--- src/rtl/fps_pkg.sv ---
package fps_pkg;

    localparam int unsigned POLL_BIT   = 7;
    localparam int unsigned TOGGLE_BIT = 6;
    localparam int unsigned LIMIT_BIT  = 5;

    typedef enum logic [2:0] {
        ST_IDLE      = 3'd0,
        ST_PRIME_RD  = 3'd1,
        ST_POLL_RD   = 3'd2,
        ST_RECHK_A   = 3'd3,
        ST_RECHK_B   = 3'd4,
        ST_VERIFY_RD = 3'd5,
        ST_FINISH    = 3'd6
    } fps_state_e;

    typedef enum logic {
        MODE_COMPL  = 1'b0,
        MODE_TOGGLE = 1'b1
    } fps_mode_e;

endpackage

--- src/rtl/fps_status_eval.sv ---
module fps_status_eval
    import fps_pkg::*;
#(
    parameter int unsigned DW = 8
) (
    input  logic          mode_tgl,
    input  logic [DW-1:0] cur_word,
    input  logic [DW-1:0] prev_word,
    input  logic [DW-1:0] exp_word,
    output logic          hit,
    output logic          limit_flag,
    output logic          word_match
);

    always_comb begin
        if (mode_tgl) begin
            hit = (cur_word[TOGGLE_BIT] == prev_word[TOGGLE_BIT]);
        end else begin
            hit = (cur_word[POLL_BIT] == exp_word[POLL_BIT]);
        end
        limit_flag = cur_word[LIMIT_BIT];
        word_match = (cur_word == exp_word);
    end

endmodule

--- src/rtl/fps_poll_counter.sv ---
module fps_poll_counter #(
    parameter int unsigned CW = 16
) (
    input  logic          clk,
    input  logic          rst_n,
    input  logic          clear,
    input  logic          inc,
    input  logic [CW-1:0] limit,
    output logic          reach
);

    localparam int unsigned XW = CW + 1;

    logic [CW-1:0] cnt_q;
    logic [XW-1:0] cnt_next;
    logic [XW-1:0] eff_limit;

    always_comb begin
        cnt_next  = XW'(cnt_q) + XW'(1);
        eff_limit = (limit == '0) ? XW'(1) : XW'(limit);
        reach     = (cnt_next >= eff_limit);
    end

    always_ff @(posedge clk or negedge rst_n) begin
        if (!rst_n) begin
            cnt_q <= '0;
        end else if (clear) begin
            cnt_q <= '0;
        end else if (inc && !reach) begin
            cnt_q <= cnt_next[CW-1:0];
        end
    end

endmodule

--- src/rtl/flash_status_poller.sv ---
module flash_status_poller
    import fps_pkg::*;
#(
    parameter int unsigned DW = 8,
    parameter int unsigned CW = 16
) (
    input  logic          clk,
    input  logic          rst_n,
    input  logic          start,
    input  logic          mode,
    input  logic [DW-1:0] expect_word,
    input  logic [CW-1:0] max_polls,
    output logic          rd_req,
    input  logic          rd_ack,
    input  logic [DW-1:0] rd_data,
    output logic          busy,
    output logic          done,
    output logic          pass,
    output logic          tmo_err
);

    fps_state_e    state_q, state_n;
    fps_mode_e     mode_q;
    logic [DW-1:0] exp_q;
    logic [CW-1:0] lim_q;
    logic [DW-1:0] prev_q;
    logic          pass_q, tmo_q;

    logic hit, limit_flag, word_match, reach;
    logic launch, cnt_inc, is_tgl;

    assign launch  = (state_q == ST_IDLE) && start;
    assign cnt_inc = rd_ack && ((state_q == ST_PRIME_RD) || (state_q == ST_POLL_RD));
    assign is_tgl  = (mode_q == MODE_TOGGLE);

    fps_status_eval #(.DW(DW)) u_eval (
        .mode_tgl   (is_tgl),
        .cur_word   (rd_data),
        .prev_word  (prev_q),
        .exp_word   (exp_q),
        .hit        (hit),
        .limit_flag (limit_flag),
        .word_match (word_match)
    );

    fps_poll_counter #(.CW(CW)) u_cnt (
        .clk   (clk),
        .rst_n (rst_n),
        .clear (launch),
        .inc   (cnt_inc),
        .limit (lim_q),
        .reach (reach)
    );

    // state register
    always_ff @(posedge clk or negedge rst_n) begin
        if (!rst_n) begin
            state_q <= ST_IDLE;
        end else begin
            state_q <= state_n;
        end
    end

    // next-state logic
    always_comb begin
        state_n = state_q;
        unique case (state_q)
            ST_IDLE: begin
                if (start) begin
                    state_n = mode ? ST_PRIME_RD : ST_POLL_RD;
                end
            end
            ST_PRIME_RD: begin
                if (rd_ack) begin
                    state_n = reach ? ST_FINISH : ST_POLL_RD;
                end
            end
            ST_POLL_RD: begin
                if (rd_ack) begin
                    if (hit) begin
                        state_n = ST_VERIFY_RD;
                    end else if (limit_flag) begin
                        state_n = ST_RECHK_A;
                    end else if (reach) begin
                        state_n = ST_FINISH;
                    end
                end
            end
            ST_RECHK_A: begin
                if (rd_ack) begin
                    if (is_tgl) begin
                        state_n = ST_RECHK_B;
                    end else begin
                        state_n = hit ? ST_VERIFY_RD : ST_FINISH;
                    end
                end
            end
            ST_RECHK_B: begin
                if (rd_ack) begin
                    state_n = hit ? ST_VERIFY_RD : ST_FINISH;
                end
            end
            ST_VERIFY_RD: begin
                if (rd_ack) begin
                    state_n = ST_FINISH;
                end
            end
            ST_FINISH: state_n = ST_IDLE;
            default:   state_n = ST_IDLE;
        endcase
    end

    // run context and result registers
    always_ff @(posedge clk or negedge rst_n) begin
        if (!rst_n) begin
            mode_q <= MODE_COMPL;
            exp_q  <= '0;
            lim_q  <= '0;
            prev_q <= '0;
            pass_q <= 1'b0;
            tmo_q  <= 1'b0;
        end else if (launch) begin
            mode_q <= fps_mode_e'(mode);
            exp_q  <= expect_word;
            lim_q  <= max_polls;
            prev_q <= '0;
            pass_q <= 1'b0;
            tmo_q  <= 1'b0;
        end else if (rd_ack) begin
            prev_q <= rd_data;
            if (state_q == ST_PRIME_RD && reach) begin
                tmo_q <= 1'b1;
            end
            if (state_q == ST_POLL_RD && !hit && !limit_flag && reach) begin
                tmo_q <= 1'b1;
            end
            if (state_q == ST_VERIFY_RD) begin
                pass_q <= word_match;
            end
        end
    end

    // outputs
    always_comb begin
        rd_req  = (state_q == ST_PRIME_RD) || (state_q == ST_POLL_RD) ||
                  (state_q == ST_RECHK_A)  || (state_q == ST_RECHK_B) ||
                  (state_q == ST_VERIFY_RD);
        busy    = (state_q != ST_IDLE);
        done    = (state_q == ST_FINISH);
        pass    = pass_q;
        tmo_err = tmo_q;
    end

endmodule

--- config.mk ---
export PLATFORM = sky130hd
export DESIGN_NAME = flash_status_poller
export DESIGN_NICKNAME = d
export VERILOG_FILES = /design/src/rtl/fps_pkg.sv /design/src/rtl/fps_status_eval.sv /design/src/rtl/fps_poll_counter.sv /design/src/rtl/flash_status_poller.sv
export SDC_FILE = /design/constraint.sdc
export NUM_CORES = 1
export LEC_CHECK = 0
export BUFFER_PORTS_ARGS = -buffer_cell sky130_fd_sc_hd__buf_2
export CAP_MARGIN = 30
export CORE_MARGIN = 2
export CORE_UTILIZATION = 60
export CTS_BUF_LIST = sky130_fd_sc_hd__clkbuf_4
export DETAILED_ROUTE_END_ITERATION = 12
export GPL_ROUTABILITY_DRIVEN = 0
export PLACE_DENSITY = 0.88
export SYNTH_ARGS = -nofsm -noshare
export SYNTH_HDL_FRONTEND = slang
export SYNTH_SLANG_ARGS = --single-unit
--- constraint.sdc ---
create_clock -name clk -period 8.7 [get_ports clk]
set_clock_uncertainty 0.15 [all_clocks]
set_input_delay 0.87 -clock clk [delete_from_list [all_inputs] [get_ports clk]]
set_output_delay 0.87 -clock clk [all_outputs]
set_load 0.01 [all_outputs]
==> results of run 1 <==
-- per-layer routing --
metal	GRT usage (%)	share of wire, %	up-vias
met1	35.3	43	1155
met5	0	0	-
met4	9.88	3.1	0
met3	5.11	5.9	25
met2	39.4	48	100
li1	-	-	1184
-- cell families (layout without fill, tap and decap cells) --
| kind of cell | count (synthesis) | in the layout | synth area share, % |
|---|---|---|---|
| AO/OA/AOI/OAI | 63 | 63 | 14.3 |
| multiplexers | 11 | 11 | 4.54 |
| XOR/XNOR | 17 | 17 | 5.25 |
| adder cells (fa/ha/maj) | 17 | 17 | 7.50 |
| buffers and inverters | 35 | 74 | 5.43 |
| AND/OR/NAND/NOR | 129 | 129 | 21.5 |
| flip-flops | 47 | 47 | 41.5 |
-- through the flow --
stage	util (%)	cells	power, W	hold WS, ns
after floorplan	-	319	0.000603	0.298
after global placement	65.9	403	0.000669	0.329
after detailed placement	66.3	404	0.000691	0.325
after CTS	68.1	412	0.000831	0.300
after global routing	68.1	412	0.000898	0.308
final	68.1	412	0.000831	0.283
-- flip-flops by register name, indices dropped and copies added, names as in the netlist --
register	cells
is_tgl	1
exp_q	8
u_cnt.cnt_q	16
lim_q	16
prev_q	1
tmo_err	1
pass	1
state_q	3
-- report_power, final --
| part | leakage, nW | switching [W] | internal [W] |
|---|---|---|---|
| logic | 0.915 | 0.000207 | 0.000138 |
| registers | 0.608 | 0.0000588 | 0.000289 |
| clock network | 0.0418 | 0.0000767 | 0.0000614 |
-- layout by cell type, fill, tap and decap left out, drive strengths merged, types with 11 or more instances in the layout --
master and instances:
nand2 66, dfrtp 47, buf 43, inv 24
o21ai 23, ha 17, xnor2 16, nor2 11
a21oi 11
-- how the worst min path moves through the flow --
stage | slack (ns) | cells after the start | endpoint | from
5_1_grt | 0.31 | 1 | u_cnt.cnt_q[3]$_DFFE_PN0P_ | rst_n
2_1_floorplan | 0.30 | 2 | lim_q[0]$_DFFE_PN0P_ | lim_q[0]$_DFFE_PN0P_
3_3_place_gp | 0.33 | 2 | exp_q[7]$_DFFE_PN0P_ | exp_q[7]$_DFFE_PN0P_
3_5_place_dp | 0.32 | 2 | lim_q[0]$_DFFE_PN0P_ | lim_q[0]$_DFFE_PN0P_
6_report | 0.28 | 1 | u_cnt.cnt_q[3]$_DFFE_PN0P_ | rst_n
4_1_cts | 0.30 | 1 | u_cnt.cnt_q[0]$_DFFE_PN0P_ | rst_n
-- worst max-delay path, cell delays in order (launching register included) --
cell,delay (ns)
dfrtp_1,0.51
ha_1,0.30
nand4_1,0.12
nor3_2,0.28
and4_1,0.27
nand2b_1,0.14
nand2_1,0.07
ha_1,0.31
nand3_1,0.11
nor3_1,0.07
a221oi_1,0.29
nand4_1,0.44
or2_1,0.64
mux2_4,0.40
-- area by class of cell --
| type | count | area (sq um) | share of cell area, % |
|---|---|---|---|
| clock buffers | 5 | 37.5 | 1.19 |
| multi-input cells | 237 | 1510 | 47.8 |
| flip-flops and latches | 47 | 1180 | 37.3 |
| inverters | 23 | 86.3 | 2.74 |
| repair buffers | 43 | 233 | 7.38 |
| well taps | 54 | 67.6 | 2.14 |
| clock inverters | 3 | 46.3 | 1.47 |
==> impl_metrics.sql, run 1 <==
INSERT INTO impl_metrics (metric_group, metric, value, unit) VALUES
('sta', 'finalWorstSetupSlack', '4.49', 'ns'),
('place', 'pre_cts_ws', '4.66', 'ns'),
('synth', 'synth_enable_flop_cells', '0', ''),
('synth', 'ys_async_sr_fraction', '100', '%'),
('sta', 'finalSetupViolations', '0', ''),
('sta', 'final.period_utilization', '48.4', '%'),
('place', 'port-buffer-count', '41', ''),
('synth', 'yosys.area.top_type_share', '41.5', '%'),
('cts', 'cts_hold_buffers', '0', ''),
('sta', 'fin_tns_setup', '0', 'ns'),
('place', 'dp.final_hpwl', '4580', 'microns'),
('synth', 'synth_largest_area_cell', 'dfrtp_1', ''),
('floorplanning', 'initial_utilization', '61.3', '%'),
('power_and_ir_drop', 'power_per_cell_area', '263', 'mW/mm^2'),
('setup_path', 'worst_ep_arrival_time', '4.33', 'ns'),
('cts', 'resized_after_cts', '0', ''),
('global_route', 'grt_start_max_net_pins', '38', ''),
('sta', 'fmax', '0.238', 'GHz'),
('global_route', 'grt_antenna_before_repair', '0', ''),
('place', 'placedInstanceArea', '0.00307', 'sq mm'),
('setup_path', 'crit_required', '8.82', 'ns'),
('routing', 'detailedRoute.firstPassIterationCount', '6', ''),
('setup_path', 'worstRegToRegCells', '13', ''),
('floorplanning', 'die_w', '72.8', 'microns'),
('synth', 'gate_count_of_the_mapped_netlist', '319', ''),
('synth', 'seq_area_frac_synth', '41.5', '%'),
('global_route', 'grt-ovfl-total', '0', ''),
('floorplanning', 'die_area', '0.00529', 'sq mm'),
('setup_path', 'critPathLaunchType', 'register', ''),
('cells_and_area', 'drive_gt1_share', '19.6', '%'),
('outcome', 'status', 'finished clean', ''),
('cts', 'clock_pin_slew_worst_setup_and_hold_paths', '0.15', 'ns'),
('sta', 'setup_repair_after_global_routing_missed_its_margin', 'false', ''),
('floorplanning', 'core_region_area', '0.00463', 'sq mm'),
('synth', 'synth.area.top_cells', 'dfrtp_1 41%, nand2_1 8.7%, ha_1 7.5%, xnor2_1 4.9%, o21ai_0 3.7%', ''),
('routing', 'post_detailed_routing_wire_length', '6130', 'microns'),
('cts', 'cts.htree.levels', '2', ''),
('cts', 'maximum_root_to_sink_buffer_count', '2', ''),
('cts', 'cts_sinks', '47', ''),
('cts', 'tritoncts', 'done', ''),
('power_and_ir_drop', 'max_rail_drop_vdd', '149', 'uV'),
('cts', 'worst_skew_pair.late_latency', '0.38', 'ns'),
('setup_path', 'timing.critical_path.to', 'u_cnt.cnt_q[8]$_DFFE_PN0P_', ''),
('routing', 'ant_nets', '0', ''),
('cells_and_area', 'final_nets', '411', ''),
('synth', 'synth_area_per_cell', '8.89', 'sq um'),
('floorplanning', 'design.portCount', '42', ''),
('routing', 'vias', '2464', ''),
('synth', 'yosysWarnings', '0', ''),
('setup_path', 'critical_path.endpoint_type', 'register', ''),
('cts', 'numCtsBuffers', '5', ''),
('cells_and_area', 'syn2layout_area_growth', '11.2', '%'),
('global_route', 'global_route_wire_length_before_repair', '10400', 'microns'),
('global_route', 'global_route.usage.total', '25.4', '%'),
('routing', 'drc_violations_left', '0', ''),
('job', 'max_cap_violations', '0', ''),
('sta', 'finalHoldViolations', '0', ''),
('synth', 'ys_dominant_reg_cell', 'dfrtp_1', ''),
('hold_path', 'min-delay-path-class', 'in2async', ''),
('routing', 'detail_route.vias_per_cell', '5.98', ''),
('floorplanning', 'row_count', '25', ''),
('setup_path', 'cp_max_fo', '16', ''),
('sta', 'timing.max_slew.rel_slack', '43.5', '%'),
('synth', 'netlist-cell-type-count', '45', ''),
('routing', 'detail_route.iter0.violations', '202', ''),
('setup_path', 'critical_register_to_register_path_startpoint', 'u_cnt.cnt_q[0]$_DFFE_PN0P_', ''),
('sta', 'period_needed', '4.21', 'ns'),
('cells_and_area', 'post-route-cell-area', '0.00315', 'sq mm'),
('synth', 'synth.net_count', '373', ''),
('setup_path', 'timing.setup.critical_path_class', 'reg2reg', ''),
('cells_and_area', 'diodes', '0', '');
Note: power is estimated with default switching activity, not from simulation.
==> run 2: changes to the inputs <==
- ABC_AREA: not set -> 1
- clock period: 8.7 -> 3.9 ns (I/O delays scaled with it)
==> run 2 against run 1 <==
Against the previous run: clock-buffer cell count did not move; global-route usage fell by 0.63 points; critical path type unchanged; design area rose by 7.6%; worst setup slack worse by 3.9 ns; synthesized area rose by 7.5%; synthesized cell count is 24% higher; register-to-register slack got worse by 3.9 ns.
==> impl_metrics.sql, run 2 <==
INSERT INTO impl_metrics (metric_group, metric, value, unit) VALUES
('outcome', 'status', 'finished clean', ''),
('synth', 'synth.area.top_cells', 'dfrtp_1 39%, nand2_1 14%, inv_1 7.4%, ha_1 7.0%, xor2_1 5.5%', ''),
('cts', 'worst_skew_pair.late_latency', '0.37', 'ns'),
('sta', 'worst_slew_pin_slew', '1.02', 'ns'),
('setup_path', 'cp_max_fo', '12', ''),
('sta', 'setup_repair_after_global_routing_missed_its_margin', 'false', ''),
('routing', 'vias', '2657', ''),
('routing', 'drc_violations_left', '0', ''),
('cts', 'maximum_root_to_sink_buffer_count', '2', ''),
('synth', 'yosys_register_bits', '47', ''),
('global_route', 'grt-ovfl-total', '0', ''),
('routing', 'route.detailed.wl_per_inst', '12.8', 'microns'),
('sta', 'fmax', '0.306', 'GHz'),
('sta', 'fin_tns_setup', '0', 'ns'),
('setup_path', 'critical_path.slowest_cell', 'dfrtp_1', ''),
('sta', 'drv_slew', '0', ''),
('routing', 'post_detailed_routing_wire_length', '6480', 'microns'),
('job', 'max_cap_violations', '0', ''),
('floorplanning', 'die_w', '75.3', 'microns'),
('sta', 'finalSetupViolations', '0', ''),
('synth', 'synthesis.area', '0.00305', 'sq mm'),
('synth', 'netlist-cell-type-count', '36', ''),
('place', 'port-buffer-count', '41', ''),
('cells_and_area', 'syn2layout_area_growth', '11.3', '%'),
('cts', 'clock_pin_slew_worst_setup_and_hold_paths', '0.16', 'ns'),
('synth', 'synth_largest_area_cell', 'dfrtp_1', ''),
('global_route', 'first_global_vias', '2454', ''),
('synth', 'seq_area_frac_synth', '38.6', '%'),
('routing', 'detail_route.iter0.violations', '248', ''),
('cells_and_area', 'post-route-cell-area', '0.00339', 'sq mm'),
('synth', 'ys_async_sr_fraction', '100', '%'),
('cts', 'cts.htree.levels', '2', ''),
('sta', 'period_needed', '3.27', 'ns'),
('synth', 'synth_enable_flop_cells', '0', ''),
('floorplanning', 'initial_utilization', '63.3', '%'),
('hold_path', 'min-delay-path-class', 'in2reg', ''),
('setup_path', 'crit_required', '4.03', 'ns'),
('synth', 'ys_dominant_reg_cell', 'dfrtp_1', ''),
('setup_path', 'timing.critical_path.cells', 'ha_1 > nand2_1 > nor2_4 > nand2_2 > nor3_1 > xor2_1 > ha_1 > nand2_1 > inv_1 > nand2_1 > nor2_1 > nand2_1 > nand3_2 > nor2_4 > nand3_1 > nand2_2 > inv_1 > nand2_1 > nand2_1', ''),
('floorplanning', 'row_count', '25', ''),
('cts', 'cts_setup_buffers', '0', ''),
('cells_and_area', 'nFillCells', '413', ''),
('power_and_ir_drop', 'power_per_cell_area', '604', 'mW/mm^2'),
('cells_and_area', 'final_nets', '491', ''),
('place', 'placedInstanceArea', '0.00330', 'sq mm'),
('place', 'dp.final_hpwl', '5080', 'microns'),
('sta', 'timing.max_slew.rel_slack', '31.8', '%'),
('cells_and_area', 'layout_common_cells', '112 x nand2_1, 60 x inv_1, 47 x dfrtp_1, 41 x buf_2, 27 x nand3_1', ''),
('setup_path', 'largest_stage_delay_on_the_critical_path', '0.42', 'ns'),
('power_and_ir_drop', 'max_rail_drop_vdd', '371', 'uV'),
('routing', 'detailedRoute.firstPassIterationCount', '4', ''),
('setup_path', 'path_common_cell', 'nand2_1', ''),
('floorplanning', 'design.portCount', '42', ''),
('sta', 'finalHoldViolations', '0', ''),
('cts', 'cts_sinks', '47', ''),
('global_route', 'global_route_wire_length_before_repair', '10700', 'microns'),
('synth', 'yosys.area.top_type_share', '38.6', '%'),
('synth', 'ys_top_cells_by_count', '112 x nand2_1, 60 x inv_1, 47 x dfrtp_1, 27 x nand3_1', ''),
('cts', 'cts_root_buf', 'clkbuf_4', ''),
('cells_and_area', 'final_common_cell', 'nand2_1', ''),
('synth', 'synth_most_common_cell', 'nand2_1', ''),
('global_route', 'grt_antenna_before_repair', '0', ''),
('power_and_ir_drop', 'leakagePower', '1.87', 'nW'),
('routing', 'ant_nets', '0', ''),
('setup_path', 'timing.setup.critical_path_class', 'reg2reg', ''),
('setup_path', 'critPathLaunchType', 'register', ''),
('floorplanning', 'core_region_area', '0.00482', 'sq mm'),
('floorplanning', 'floorplan.die.height', '75.3', 'microns'),
('routing', 'detail_route.vias_per_cell', '5.26', ''),
('global_route', 'grt_start_max_net_pins', '42', ''),
('setup_path', 'critical_path.n_buffers_inverters', '2', ''),
('cells_and_area', 'diodes', '0', ''),
('setup_path', 'worst_ep_arrival_time', '3.40', 'ns'),
('setup_path', 'critical_path.endpoint_type', 'register', ''),
('cts', 'tritoncts', 'done', ''),
('sta', 'final.period_utilization', '83.7', '%'),
('synth', 'synth.net_count', '449', ''),
('synth', 'synth_area_per_cell', '7.72', 'sq um'),
('synth', 'gate_count_of_the_mapped_netlist', '395', ''),
('cts', 'numCtsBuffers', '5', ''),
('synth', 'yosysWarnings', '0', ''),
('cells_and_area', 'drive_gt1_share', '18.0', '%'),
('global_route', 'global_route.usage.total', '24.8', '%'),
('cells_and_area', 'largest_registers', 'lim_q (16), u_cnt.cnt_q (16), exp_q (8)', ''),
('floorplanning', 'die_area', '0.00567', 'sq mm'),
('setup_path', 'path_delay_family', 'simple AND/OR/NAND/NOR gates', '');
## run 2: cell types whose count changed after synthesis, moves of 5 or more
cell      change
nand2_1      +46
nand3_1      +19
a211oi_1      -5
and2_1        -9
mux2_2        -7
xor2_1       +18
o21ai_2       +9
inv_1        +37
nand2b_1      -5
a31o_2        -7
nor2_1        +7
xnor2_1      -13
## run 2: what timing repair did
action / 4_1_cts / 5_1_grt
endpoints found under the setup margin: 0 / 0
resized for setup: 0 / 0
hold endpoints to repair: 17 / 0
hold buffers: 1 / 0
## run 2: worst paths after layout
path / from / to / slack, ns / depth (start not counted)
hold reg to reg: exp_q[3]$_DFFE_PN0P_ / exp_q[3]$_DFFE_PN0P_ / 0.37 / 2
setup / recovery: u_cnt.cnt_q[0]$_DFFE_PN0P_ / u_cnt.cnt_q[15]$_DFFE_PN0P_ / 0.63 / 19
min in group asynchronous: rst_n / u_cnt.cnt_q[7]$_DFFE_PN0P_ / 0.31 / 2
hold / removal: expect_word[0] / exp_q[0]$_DFFE_PN0P_ / 0.04 / 3
setup reg to reg: u_cnt.cnt_q[0]$_DFFE_PN0P_ / u_cnt.cnt_q[15]$_DFFE_PN0P_ / 0.63 / 19
max in group asynchronous: rst_n / lim_q[9]$_DFFE_PN0P_ / 2.78 / 3
## run 2: stage by stage
| step | utilization, % | cells | setup slack, ns | power [W] | hold WS (ns) |
|---|---|---|---|---|---|
| final | 70.4 | 505 | 0.635 | 0.00205 | 0.0433 |
| after detailed placement | 68.5 | 496 | 0.693 | 0.00174 | 0.201 |
| after floorplan | - | 395 | 1.28 | 0.00151 | -0.0556 |
| after CTS | 70.4 | 505 | 0.663 | 0.00205 | 0.0366 |
| after global routing | 70.4 | 505 | 0.366 | 0.00225 | 0.0318 |
| after global placement | 68.1 | 495 | 0.797 | 0.00170 | 0.333 |
## run 2: report_power, final
group	total [W]	internal, W	switching [W]
registers	0.000787	0.000655	0.000132
logic	0.000955	0.000337	0.000619
clock network	0.000307	0.000137	0.000170
total	0.00205	0.00113	0.000920
## run 2: cell families after synthesis
family / share of synthesized area, %
flip-flops: 38.6
buffers and inverters: 9.85
XOR/XNOR: 6.32
adder cells (fa/ha/maj): 6.98
AO/OA/AOI/OAI: 9.36
AND/OR/NAND/NOR: 28.9
## run 2: final cells by class
type                            count  area (sq um)  area share (%)
Multi-Input combinational cell    277          1570            46.3
Timing Repair Buffer               43           235            6.93
Clock inverter                      3          46.3            1.36
Sequential cell                    47          1180            34.7
Clock buffer                        5          37.5            1.11
Inverter                           63           241            7.12
Tap cell                           67          83.8            2.47
## run 2: tightest hold or removal path, cell delays in order
cell,delay (ns)
buf_2,0.07
nand2_1,0.04
nand2_1,0.05
## run 2: layer usage
metal | GRT usage [%] | vias to the layer above | part of all wire (%)
li1 | - | 1344 | -
met1 | 33.1 | 1215 | 45
met2 | 40.6 | 85 | 48
met3 | 4.55 | 13 | 5.4
met4 | 8.38 | 0 | 2.0
met5 | 0 | - | 0
==> run 3: changes to the inputs <==
- ABC_AREA: 1 -> 0
- CORE_UTILIZATION: 60 -> 53
- PLACE_DENSITY: 0.88 -> 0.83
- clock period: 3.9 -> 2.6 ns (I/O delays scaled with it)
==> run 3 against run 2 <==
Against the previous run: the run now ends with setup timing left; power is 63% higher; sequential power rose by 49%; sequential share of layout area shrank 5.7 points; design area rose by 20%; combinational power increased by 70%; clock-buffer cell count is the same; routed wire length is 39% higher; worst setup slack got worse by 1.2 ns; non-clock buffer count increased by 73; clock power increased by 79%; critical path depth fell by 6.
==> impl_metrics.sql, run 3 (synthesis results as in run 1) <==
INSERT INTO impl_metrics (metric_group, metric, value, unit) VALUES
('setup_path', 'worst_ep_arrival_time', '3.26', 'ns'),
('sta', 'period_needed', '3.14', 'ns'),
('hold_path', 'hold_path_depth', '3', ''),
('floorplanning', 'die_area', '0.00595', 'sq mm'),
('global_route', 'global_route.usage.total', '29.0', '%'),
('floorplanning', 'core_region_area', '0.00514', 'sq mm'),
('hold_path', 'min-delay-path-class', 'in2reg', ''),
('sta', 'setup_repair_after_global_routing_missed_its_margin', 'true', ''),
('global_route', 'global_route_wire_length_before_repair', '13500', 'microns'),
('setup_path', 'r2r_setup_slack', '-0.54', 'ns'),
('sta', 'finalWorstSetupSlack', '-0.540', 'ns'),
('sta', 'final.period_utilization', '121', '%'),
('power_and_ir_drop', 'comb_power_share', '48.6', '%'),
('cts', 'maximum_root_to_sink_buffer_count', '2', ''),
('cells_and_area', 'final_common_cell', 'nand2_1', ''),
('cts', 'numCtsBuffers', '5', ''),
('routing', 'detailedRoute.firstPassIterationCount', '5', ''),
('routing', 'drc_violations_left', '0', ''),
('sta', 'finalHoldWorstSlack', '0.0303', 'ns'),
('sta', 'worst_slew_pin_slew', '0.594', 'ns'),
('cts', 'cts.htree.levels', '2', ''),
('cts', 'cts_root_buf', 'clkbuf_4', ''),
('power_and_ir_drop', 'clock_power_share', '16.4', '%'),
('job', 'max_cap_violations', '0', ''),
('power_and_ir_drop', 'power.switching', '0.00136', 'W'),
('cells_and_area', 'final_util', '79.1', '%'),
('setup_path', 'critPathLaunchType', 'register', ''),
('floorplanning', 'initial_utilization', '55.2', '%'),
('setup_path', 'critical_path.endpoint_type', 'register', ''),
('cells_and_area', 'largest_registers', 'lim_q (16), u_cnt.cnt_q (16), exp_q (8)', ''),
('global_route', 'grt_antenna_before_repair', '1', ''),
('place', 'port-buffer-count', '41', ''),
('power_and_ir_drop', 'power_per_cell_area', '823', 'mW/mm^2'),
('power_and_ir_drop', 'max_rail_drop_vdd', '533', 'uV'),
('sta', 'fmax', '0.318', 'GHz'),
('setup_path', 'worstRegToRegCells', '13', ''),
('global_route', 'grt-ovfl-total', '0', ''),
('sta', 'timing.max_slew.rel_slack', '60.4', '%'),
('cts', 'clock_pin_slew_worst_setup_and_hold_paths', '0.15', 'ns'),
('setup_path', 'timing.setup.critical_path_class', 'reg2reg', ''),
('global_route', 'grt_start_max_net_pins', '48', ''),
('setup_path', 'cp_max_fo', '7', ''),
('cts', 'tritoncts', 'done', ''),
('cts', 'cts_sinks', '47', ''),
('power_and_ir_drop', 'p_seq_share', '35.0', '%'),
('cells_and_area', 'syn2layout_area_growth', '43.3', '%'),
('sta', 'drv_slew', '0', ''),
('cells_and_area', 'nFillCells', '312', ''),
('place', 'dp.final_hpwl', '5260', 'microns'),
('setup_path', 'regToRegEndpoint', 'u_cnt.cnt_q[9]$_DFFE_PN0P_', ''),
('outcome', 'status', 'finished with violations', ''),
('floorplanning', 'row_count', '26', ''),
('hold_path', 'endpoint_with_the_worst_hold_slack', 'lim_q[5]$_DFFE_PN0P_', ''),
('sta', 'fin_tns_setup', '-8.44', 'ns'),
('floorplanning', 'design.portCount', '42', ''),
('sta', 'finalSetupViolations', '18', ''),
('cells_and_area', 'layout_common_cells', '60 x nand2_1, 45 x dfrtp_1, 43 x buf_4, 41 x buf_2, 25 x dlygate4sd3_1', ''),
('routing', 'route.detailed.wl_per_inst', '18.0', 'microns'),
('power_and_ir_drop', 'p_sw_share', '40.7', '%'),
('cells_and_area', 'final_nets', '484', ''),
('cells_and_area', 'drive_gt1_share', '35.7', '%'),
('cts', 'worst_skew_pair.late_latency', '0.38', 'ns'),
('floorplanning', 'die_w', '77.2', 'microns'),
('floorplanning', 'floorplan.die.height', '77.2', 'microns'),
('routing', 'detail_route.vias_per_cell', '5.84', ''),
('hold_path', 'min-delay-start', 'max_polls[5]', ''),
('routing', 'ant_nets', '0', ''),
('power_and_ir_drop', 'power_report.internal_total', '0.00198', 'W'),
('routing', 'post_detailed_routing_wire_length', '9030', 'microns'),
('global_route', 'first_global_vias', '2978', ''),
('setup_path', 'critical_register_to_register_path_startpoint', 'u_cnt.cnt_q[2]$_DFFE_PN0P_', ''),
('routing', 'vias', '2931', ''),
('power_and_ir_drop', 'leakagePower', '1.97', 'nW'),
('power_and_ir_drop', 'total_power', '0.00335', 'W'),
('routing', 'detail_route.iter0.violations', '390', ''),
('setup_path', 'crit_required', '2.72', 'ns'),
('sta', 'finalHoldViolations', '0', ''),
('outcome', 'violations', 'setup timing', '');
[run 3: cell types whose count changed in the layout (fill, tap and decap cells not counted), sizes merged, moves of 5 or more]
| cell | delta |
|---|---|
| a211oi | +5 |
| xnor2 | +13 |
| mux2 | +9 |
| inv | -41 |
| nand2b | +5 |
| nand2 | -51 |
| nor2 | -14 |
| nand3 | -21 |
| buf | +49 |
| and2 | +9 |
| dlygate4sd3 | +24 |
| o21ai | -9 |
| xor2 | -18 |
| a31o | +7 |
[run 3: power by group through the flow]
stage / registers, W / logic, W / clock network [W]
6_report: 0.00117 / 0.00162 / 0.000550
5_1_grt: 0.00120 / 0.00177 / 0.000582
4_1_cts: 0.00116 / 0.00147 / 0.000554
3_5_place_dp: 0.00117 / 0.00133 / 0
3_3_place_gp: 0.00116 / 0.00126 / 0
2_1_floorplan: 0.00111 / 0.000946 / 0
[run 3: through the flow]
stage | setup slack, ns | cell area, sq um | std cells
6_report | -0.540 | 4070 | 502
3_5_place_dp | -0.547 | 3420 | 456
4_1_cts | -0.484 | 3890 | 496
5_1_grt | -0.615 | 4070 | 502
3_3_place_gp | -0.491 | 3420 | 456
2_1_floorplan | -0.507 | 2900 | 319
[run 3: repair_timing]
item                                   in CTS  in global routing
setup endpoints to repair                  18                 18
hold buffers                               25                  0
pin swaps                                  13                  9
resized for setup                          16                 27
buffers inserted                            9                  6
endpoints found under the hold margin      71                  0
cloned                                      1                  0
[run 3: how the worst max path moves through the flow]
stage	slack [ns]	end	from	cells past startpoint
after global routing	-0.62	u_cnt.cnt_q[7]$_DFFE_PN0P_	u_cnt.cnt_q[2]$_DFFE_PN0P_	13
after floorplan	-0.51	u_cnt.cnt_q[8]$_DFFE_PN0P_	u_cnt.cnt_q[2]$_DFFE_PN0P_	13
after global placement	-0.49	u_cnt.cnt_q[7]$_DFFE_PN0P_	u_cnt.cnt_q[1]$_DFFE_PN0P_	15
final	-0.54	u_cnt.cnt_q[9]$_DFFE_PN0P_	u_cnt.cnt_q[2]$_DFFE_PN0P_	13
after CTS	-0.48	u_cnt.cnt_q[9]$_DFFE_PN0P_	u_cnt.cnt_q[2]$_DFFE_PN0P_	12
after detailed placement	-0.55	u_cnt.cnt_q[4]$_DFFE_PN0P_	u_cnt.cnt_q[1]$_DFFE_PN0P_	15
[run 3: layer usage]
metal	vias up	share of wire (%)	global-route usage, %
met5	-	0	0
met4	0	5.7	11.4
met3	51	5.2	5.18
met2	141	51	53.0
met1	1410	38	33.5
li1	1329	-	-
[run 3: final cells by class]
type | count | area (sq um) | share of cell area, %
multi-input combinational | 237 | 1740 | 42.8
sequential | 47 | 1180 | 29.0
timing repair buffer | 116 | 866 | 21.3
tap | 70 | 87.6 | 2.15
inverter | 23 | 86.3 | 2.12
clock inverter | 3 | 67.6 | 1.66
clock buffer | 5 | 37.5 | 0.923
antenna | 1 | 2.50 | 0.0616
[run 3: worst max-delay path: stages (launching register included)]
cell and delay (ns):
dfrtp_1 0.45, and4_4 0.26, nand4_1 0.09, buf_6 0.15
or3_4 0.39, nand2_2 0.11, ha_4 0.21, nand2_2 0.09
nor3_4 0.05, a221oi_2 0.24, nand4_1 0.14, or2_4 0.28
buf_6 0.14, mux2_4 0.29
